$ cat config.mk
export PLATFORM = sky130hd
export DESIGN_NAME = flash_cmd_if
export DESIGN_NICKNAME = d
export VERILOG_FILES = /design/src/rtl/flashcmd_pkg.sv /design/src/rtl/fc_control.sv /design/src/rtl/fc_datapath.sv /design/src/rtl/flash_cmd_if.sv
export SDC_FILE = /design/constraint.sdc
export NUM_CORES = 2
export LEC_CHECK = 0
export CAP_MARGIN = 40
export CELL_PAD_IN_SITES_DETAIL_PLACEMENT = 1
export CELL_PAD_IN_SITES_GLOBAL_PLACEMENT = 2
export CORE_ASPECT_RATIO = 2
export CORE_MARGIN = 2
export CORE_UTILIZATION = 31
export CTS_CLUSTER_SIZE = 14
export DETAILED_ROUTE_END_ITERATION = 6
export PLACE_DENSITY = 0.68
export SKIP_LAST_GASP = 1
export SLEW_MARGIN = 20
export SYNTH_ARGS = -nofsm -noshare
export SYNTH_HDL_FRONTEND = slang
export SYNTH_SLANG_ARGS = --single-unit
$ cat constraint.sdc
create_clock -name clk -period 5.5 [get_ports clk]
set_input_delay 1.1 -clock clk [delete_from_list [all_inputs] [get_ports clk]]
set_output_delay 1.1 -clock clk [all_outputs]
set_load 0.1 [all_outputs]
$ cat src/rtl/flashcmd_pkg.sv
package flashcmd_pkg;

  localparam logic [7:0] CMD_ARRAY   = 8'hFF;
  localparam logic [7:0] CMD_IDENT   = 8'h90;
  localparam logic [7:0] CMD_STATUS  = 8'h70;
  localparam logic [7:0] CMD_CLRSTAT = 8'h50;
  localparam logic [7:0] CMD_PROG    = 8'h40;
  localparam logic [7:0] CMD_ERASE   = 8'h20;
  localparam logic [7:0] CMD_UNLOCK  = 8'h60;
  localparam logic [7:0] CMD_CONFIRM = 8'hD0;

  // status byte bit positions
  localparam int ST_READY = 7;
  localparam int ST_ERASE = 5;
  localparam int ST_PROG  = 4;
  localparam int ST_ABORT = 1;

  typedef enum logic [1:0] {
    VIEW_ARRAY  = 2'd0,
    VIEW_ID     = 2'd1,
    VIEW_STATUS = 2'd2
  } view_e;

  typedef enum logic [2:0] {
    M_ARRAY  = 3'd0,
    M_ID     = 3'd1,
    M_STATUS = 3'd2,
    M_PROG   = 3'd3,
    M_ERASE  = 3'd4,
    M_UNLOCK = 3'd5
  } mode_e;

  // control -> datapath strobes
  typedef struct packed {
    logic  prog;
    logic  erase;
    logic  clrLocks;
    view_e view;
  } fcStrobe_t;

endpackage

$ cat src/rtl/fc_control.sv
module fc_control
  import flashcmd_pkg::*;
#(
  parameter int BUSY_CYCLES = 4
) (
  input  logic       clk,
  input  logic       rstN,
  input  logic       wrEn,
  input  logic [7:0] wrData,
  input  logic       masterLock,
  input  logic       targetLocked,
  output fcStrobe_t  strb,
  output logic [7:0] statusByte
);

  localparam int CNT_W = $clog2(BUSY_CYCLES + 1);

  mode_e            mode, nextMode;
  logic [CNT_W-1:0] busyCnt;
  logic             busy, accept;
  logic             errErase, errProg, errAbort;
  logic             setErase, setProg, setAbort, clrErr, startBusy;

  assign busy   = (busyCnt != '0);
  assign accept = wrEn && !busy;

  always_comb begin
    nextMode      = mode;
    strb.prog     = 1'b0;
    strb.erase    = 1'b0;
    strb.clrLocks = 1'b0;
    setErase      = 1'b0;
    setProg       = 1'b0;
    setAbort      = 1'b0;
    clrErr        = 1'b0;
    startBusy     = 1'b0;
    if (accept) begin
      case (mode)
        M_PROG: begin
          nextMode = M_STATUS;
          if (targetLocked) begin
            setProg  = 1'b1;
            setAbort = 1'b1;
          end else begin
            strb.prog = 1'b1;
            startBusy = 1'b1;
          end
        end
        M_ERASE: begin
          nextMode = M_STATUS;
          if (wrData != CMD_CONFIRM || targetLocked) begin
            setErase = 1'b1;
            setAbort = 1'b1;
          end else begin
            strb.erase = 1'b1;
            startBusy  = 1'b1;
          end
        end
        M_UNLOCK: begin
          nextMode = M_STATUS;
          if (wrData != CMD_CONFIRM || masterLock) begin
            setErase = 1'b1;
            setAbort = 1'b1;
          end else begin
            strb.clrLocks = 1'b1;
            startBusy     = 1'b1;
          end
        end
        default: begin
          case (wrData)
            CMD_ARRAY:   nextMode = M_ARRAY;
            CMD_IDENT:   nextMode = M_ID;
            CMD_STATUS:  nextMode = M_STATUS;
            CMD_CLRSTAT: clrErr   = 1'b1;
            CMD_PROG:    nextMode = M_PROG;
            CMD_ERASE:   nextMode = M_ERASE;
            CMD_UNLOCK:  nextMode = M_UNLOCK;
            default:     nextMode = mode;
          endcase
        end
      endcase
    end
  end

  always_comb begin
    if (busy) strb.view = VIEW_STATUS;
    else begin
      case (mode)
        M_ARRAY: strb.view = VIEW_ARRAY;
        M_ID:    strb.view = VIEW_ID;
        default: strb.view = VIEW_STATUS;
      endcase
    end
  end

  always_ff @(posedge clk) begin
    if (!rstN) begin
      mode     <= M_ARRAY;
      busyCnt  <= '0;
      errErase <= 1'b0;
      errProg  <= 1'b0;
      errAbort <= 1'b0;
    end else begin
      mode <= nextMode;
      if (startBusy)  busyCnt <= CNT_W'(BUSY_CYCLES);
      else if (busy)  busyCnt <= busyCnt - 1'b1;
      if (clrErr) begin
        errErase <= 1'b0;
        errProg  <= 1'b0;
        errAbort <= 1'b0;
      end else begin
        if (setErase) errErase <= 1'b1;
        if (setProg)  errProg  <= 1'b1;
        if (setAbort) errAbort <= 1'b1;
      end
    end
  end

  always_comb begin
    statusByte           = 8'h00;
    statusByte[ST_READY] = !busy;
    statusByte[ST_ERASE] = errErase;
    statusByte[ST_PROG]  = errProg;
    statusByte[ST_ABORT] = errAbort;
  end


  busy_start_chk: assert property (@(posedge clk) disable iff (!rstN)
    $rose(busy) |-> $past(wrEn));


  ready_view_chk: assert property (@(posedge clk) disable iff (!rstN)
    $fell(busy) |-> (mode == M_STATUS));


  abort_pair_chk: assert property (@(posedge clk) disable iff (!rstN)
    ($rose(errErase) || $rose(errProg)) |-> errAbort);


  one_op_chk: assert property (@(posedge clk) disable iff (!rstN)
    $onehot0({strb.prog, strb.erase, strb.clrLocks}));

endmodule

$ cat src/rtl/fc_datapath.sv
module fc_datapath
  import flashcmd_pkg::*;
#(
  parameter int          ADDR_W   = 8,
  parameter int          BLK_W    = 5,
  parameter logic [7:0]  MFR_CODE = 8'h3C,
  parameter logic [7:0]  DEV_CODE = 8'hB1,
  parameter logic [(1<<(ADDR_W-BLK_W))-1:0] BLK_LOCK_INIT = '0
) (
  input  logic              clk,
  input  logic              rstN,
  input  logic [ADDR_W-1:0] addr,
  input  logic [7:0]        wrData,
  input  logic              rdEn,
  input  logic              masterLock,
  input  fcStrobe_t         strb,
  input  logic [7:0]        statusByte,
  output logic              targetLocked,
  output logic [7:0]        rdData
);

  localparam int DEPTH  = 1 << ADDR_W;
  localparam int BIDX_W = ADDR_W - BLK_W;
  localparam int NBLK   = 1 << BIDX_W;

  logic [7:0]        mem [DEPTH];
  logic [NBLK-1:0]   blkLock;
  logic [BIDX_W-1:0] tgtBlk;
  logic [BLK_W-1:0]  blkOff;
  logic [7:0]        curByte, idByte, viewByte;

  assign tgtBlk       = addr[ADDR_W-1:BLK_W];
  assign blkOff       = addr[BLK_W-1:0];
  assign targetLocked = blkLock[tgtBlk];
  assign curByte      = mem[addr];

  // one protection flop per block
  for (genvar b = 0; b < NBLK; b++) begin : g_lock
    logic lockQ;
    always_ff @(posedge clk) begin
      if (!rstN)              lockQ <= BLK_LOCK_INIT[b];
      else if (strb.clrLocks) lockQ <= 1'b0;
    end
    assign blkLock[b] = lockQ;
  end

  always_ff @(posedge clk) begin
    for (int i = 0; i < DEPTH; i++) begin
      if (!rstN)
        mem[i] <= 8'hFF;
      else if (strb.erase && ((i >> BLK_W) == int'(tgtBlk)))
        mem[i] <= 8'hFF;
      else if (strb.prog && (addr == ADDR_W'(i)))
        mem[i] <= mem[i] & wrData;
    end
  end

  always_comb begin
    if (addr == ADDR_W'(0))      idByte = MFR_CODE;
    else if (addr == ADDR_W'(1)) idByte = DEV_CODE;
    else if (addr == ADDR_W'(3)) idByte = {7'b0, masterLock};
    else if (blkOff == BLK_W'(2)) idByte = {7'b0, targetLocked};
    else                          idByte = 8'h00;
  end

  always_comb begin
    case (strb.view)
      VIEW_ARRAY: viewByte = curByte;
      VIEW_ID:    viewByte = idByte;
      default:    viewByte = statusByte;
    endcase
  end

  always_ff @(posedge clk) begin
    if (!rstN)     rdData <= 8'hFF;
    else if (rdEn) rdData <= viewByte;
  end


  prog_and_chk: assert property (@(posedge clk) disable iff (!rstN)
    strb.prog |=> ((mem[$past(addr)] & ~$past(curByte)) == 8'h00));


  prog_unlocked_chk: assert property (@(posedge clk) disable iff (!rstN)
    (strb.prog || strb.erase) |-> !targetLocked);


  unlock_clear_chk: assert property (@(posedge clk) disable iff (!rstN)
    strb.clrLocks |=> (blkLock == '0));


  busy_read_chk: assert property (@(posedge clk) disable iff (!rstN)
    (rdEn && !statusByte[ST_READY]) |=> (rdData == $past(statusByte)));


  read_hold_chk: assert property (@(posedge clk) disable iff (!rstN)
    (!rdEn && $past(rstN)) |=> $stable(rdData));

endmodule

$ cat src/rtl/flash_cmd_if.sv
module flash_cmd_if
  import flashcmd_pkg::*;
#(
  parameter int         ADDR_W      = 8,
  parameter int         BLK_W       = 5,
  parameter int         BUSY_CYCLES = 4,
  parameter logic [7:0] MFR_CODE    = 8'h3C,
  parameter logic [7:0] DEV_CODE    = 8'hB1,
  parameter logic [(1<<(ADDR_W-BLK_W))-1:0] BLK_LOCK_INIT = '0
) (
  input  logic              clk,
  input  logic              rstN,
  input  logic              masterLock,
  input  logic [ADDR_W-1:0] addr,
  input  logic [7:0]        wrData,
  input  logic              wrEn,
  input  logic              rdEn,
  output logic [7:0]        rdData
);

  fcStrobe_t  strb;
  logic [7:0] statusByte;
  logic       targetLocked;

  fc_control #(
    .BUSY_CYCLES(BUSY_CYCLES)
  ) u_ctrl (
    .clk         (clk),
    .rstN        (rstN),
    .wrEn        (wrEn),
    .wrData      (wrData),
    .masterLock  (masterLock),
    .targetLocked(targetLocked),
    .strb        (strb),
    .statusByte  (statusByte)
  );

  fc_datapath #(
    .ADDR_W       (ADDR_W),
    .BLK_W        (BLK_W),
    .MFR_CODE     (MFR_CODE),
    .DEV_CODE     (DEV_CODE),
    .BLK_LOCK_INIT(BLK_LOCK_INIT)
  ) u_dp (
    .clk         (clk),
    .rstN        (rstN),
    .addr        (addr),
    .wrData      (wrData),
    .rdEn        (rdEn),
    .masterLock  (masterLock),
    .strb        (strb),
    .statusByte  (statusByte),
    .targetLocked(targetLocked),
    .rdData      (rdData)
  );

endmodule

==> results.json <==
{
  "drtAntennaViolNets": 0,
  "portBuffers": 28,
  "path_common_cell": "nand2_1",
  "post-place-ws_ns": 0.4078,
  "vias": 67481,
  "start_util": 0.3116,
  "wl_um": 401600,
  "crit_path_end_kind": "register",
  "async_reset_ff_frac": 0,
  "grt_pass1_vias": 71559,
  "tightest_slew_ns": 1.182,
  "synth_seq_cells": 2063,
  "fin_crit_sh": 0.7842,
  "overflow": 0,
  "powerDensity_mw_per_mm2": 294.0,
  "grt_pass1_wl_um": 565800,
  "drc": 0,
  "synth_xor_area_frac": 0.0001779,
  "cp-start-kind": "register",
  "p_leak_nw": 31.31,
  "synth_area_leaders": "edfxtp_1 (62%), mux4_2 (12%), nand2_1 (10%)",
  "cap_viol_max_count": 0,
  "setup_viol": 0,
  "path_max_fanout": 28,
  "ys_seq_area_frac": 0.6276,
  "critPathArrivalTime_ns": 4.88,
  "required_ns": 6.07,
  "synth_largest_area_cell": "edfxtp_1",
  "synth.cell_area_mm2": 0.09847,
  "yosys_warnings": 0,
  "fin_worst_skew_ns": 0.05780,
  "hold_path_class": "register to register",
  "cts_tree": "done",
  "cts_resized": 0,
  "peakVddDrop_mv": 0.2257,
  "cts_setup_buffers": 0,
  "drt_pass1_iterations": 5,
  "place.gp.congestion": 0.9603,
  "grt_start_max_net_pins": 151,
  "drt-wirelength-per-cell_um": 33.16,
  "fin_hold_ws_ns": 0.5439,
  "die_h_um": 801.0,
  "cts_hold_buf": 0,
  "place_inst": 11763,
  "slew_violations": 0,
  "synth_top_family_by_area": "multiplexers",
  "core_region_area_mm2": 0.3160,
  "syn-num-nets": 7638,
  "final_layout_size_suffix_gt1_frac": 0.1710,
  "cp_cell_sequence": "inv_1 -> ha_1 -> ha_1 -> nand2_1 -> nor3_1 -> nand3_1 -> o21a_1 -> buf_4 -> and2_1 -> nand2_1 -> nand2_1",
  "hpwlAfterDp_um": 289200,
  "worstSetupPathType": "register to register",
  "setup_ws_ns": 1.187,
  "postSynthAreaPerCell_um2": 12.93,
  "die_x_um": 402.5,
  "yosys.area_share.adder": 0.0003812,
  "cts_made_buffers": 194,
  "h-tree-depth": 4,
  "slew_headroom": 0.2123,
  "drt_iter0_markers": 6173,
  "post_layout_nonfiller_instances": 12113,
  "slowest_delay_ns": 0.75,
  "synth_cell_types": 81,
  "yosysTopAreaCellShare": 0.6246,
  "critPathSlowestCell": "and2_1",
  "synth_cells": 7614,
  "fmaxAchievable_mhz": 231.8,
  "fillCellCount": 33329,
  "synth_compound_area_frac": 0.08986,
  "synthMuxAreaShare": 0.1349,
  "die-area_mm2": 0.3224,
  "rsz0062_at_grt": "false",
  "synth_top_flop_cell": "edfxtp_1",
  "outcome": "completed",
  "synth_edf_count": 2048,
  "cts_sinks": 2063,
  "grtUsageTotal": 0.2463,
  "num_rows": 292,
  "nNetsFinal": 7875,
  "clkTransAtPathRegs_ns": 0.07,
  "ios": 29,
  "vias_per_cell": 5.571,
  "fin_crit_ns": 4.313,
  "cts.path.max_buffers": 4,
  "worstSkewPairLatency_ns": 0.93,
  "tns_ns": 0,
  "syn_to_final_growth_pct": 13.96,
  "final_core_util": 0.3551,
  "yosys.area_share.simple": 0.1237,
  "hold_viol": 0,
  "antenna_found_initial": 29,
  "root_buffer": "clkbuf_16"
}
## kinds of logic (layout without fill, tap and decap cells)
family	after synthesis	after routing
buf+inv	520	884
other cells	0	19
flops	2063	2063
fa+ha+maj	3	3
simple gates	3118	3118
compound gates	1256	1256
mux	652	652
xor+xnor	2	2
## where the power goes
group	total [mW]	internal [mW]	leakage, nW	switching (mW)
registers	17.3	17.2	14.0	0.0465
clock network	13.3	7.09	2.80	6.24
logic	2.39	0.649	14.5	1.75
## layer usage
metal | part of all wire | up-vias | global-route usage | wire, um
met2 | 0.51 | 2194 | 0.4379 | 205300
met5 | 0.00034 | - | 0 | 136
met4 | 0.099 | 20 | 0.1999 | 39770
met3 | 0.049 | 900 | 0.03252 | 19560
met1 | 0.34 | 35817 | 0.2594 | 136800
li1 | - | 28550 | - | -
## sequential cells by signal (all words and copies together) (netlist names)
register         count
u_ctrl.mode          3
u_dp.rdData          8
u_ctrl.busyCnt       3
u_dp.mem          2048
u_ctrl.errErase      1
## layout make-up
| cell class | instances | area [um^2] | area share |
|---|---|---|---|
| diodes | 19 | 47.55 | 0.0004237 |
| clock buffers | 246 | 5156 | 0.04595 |
| clock inverters | 77 | 624.3 | 0.005564 |
| inverters | 14 | 60.06 | 0.0005352 |
| multi-input cells | 5031 | 34520 | 0.3076 |
| flip-flops and latches | 2063 | 61800 | 0.5507 |
| well taps | 4116 | 5150 | 0.04590 |
| repair buffers | 547 | 4858 | 0.04330 |
## critical path: cells and delay by family, from the launching register on
kind / cells / cell delay, ns
flops: 1 / 0.36
buf+inv: 2 / 0.57
fa+ha+maj: 2 / 0.57
simple gates: 6 / 2.06
compound gates: 1 / 0.40
## path summary, 6_finish.rpt
path	from	endpoint	slack [ns]	cells after the start
worst min register to register	u_ctrl.busyCnt[0]$_SDFFE_PP0P_	u_ctrl.busyCnt[0]$_SDFFE_PP0P_	0.54	2
worst max-delay path	u_ctrl.busyCnt[0]$_SDFFE_PP0P_	u_dp.mem[43][7]$_SDFFCE_PN1P_	1.19	11
worst max register to register	u_ctrl.busyCnt[0]$_SDFFE_PP0P_	u_dp.mem[43][7]$_SDFFCE_PN1P_	1.19	11
worst min-delay path	u_ctrl.busyCnt[0]$_SDFFE_PP0P_	u_ctrl.busyCnt[0]$_SDFFE_PP0P_	0.54	2
## metrics by stage
step	total power, mW	cell area (um^2)
final	32.99	112200
after global routing	33.76	112200
after floorplan	18.88	98470
after detailed placement	19.97	106200
after CTS	33.20	112000
after global placement	19.89	105800
## cell usage in the layout, fill, tap and decap left out, types with 8 or more instances in the layout
cell type,count
nand2b_1,13
nor3_1,19
mux2i_1,107
clkbuf_16,199
mux4_2,528
inv_1,10
diode_2,19
a22oi_1,41
buf_12,33
buf_4,464
a21o_1,835
o32ai_1,8
clkinv_1,43
a221oi_1,11
bufinv_16,11
dfxtp_1,15
clkinv_2,18
o21ai_1,9
a21oi_1,45
o22ai_1,28
mux4_1,9
o21ai_0,197
nor2_2,15
clkdlybuf4s50_1,12
nor2_1,204
clkbuf_1,47
nand2_1,2714
nand3_1,50
edfxtp_1,2048
nor2b_1,10
buf_8,22
nand4_1,20
and2_1,10
nand2_2,16
a211oi_1,10
o21a_1,12
## Yosys cell counts, types with 41 or more instances
master / instances
a21oi_1: 45
buf_2: 74
nand3_1: 52
a22oi_1: 41
clkbuf_1: 362
edfxtp_1: 2048
nor2_1: 207
a21o_1: 835
nand2_1: 2719
o21ai_0: 207
mux4_2: 528
mux2i_1: 108
(Power assumes the default switching activity.)
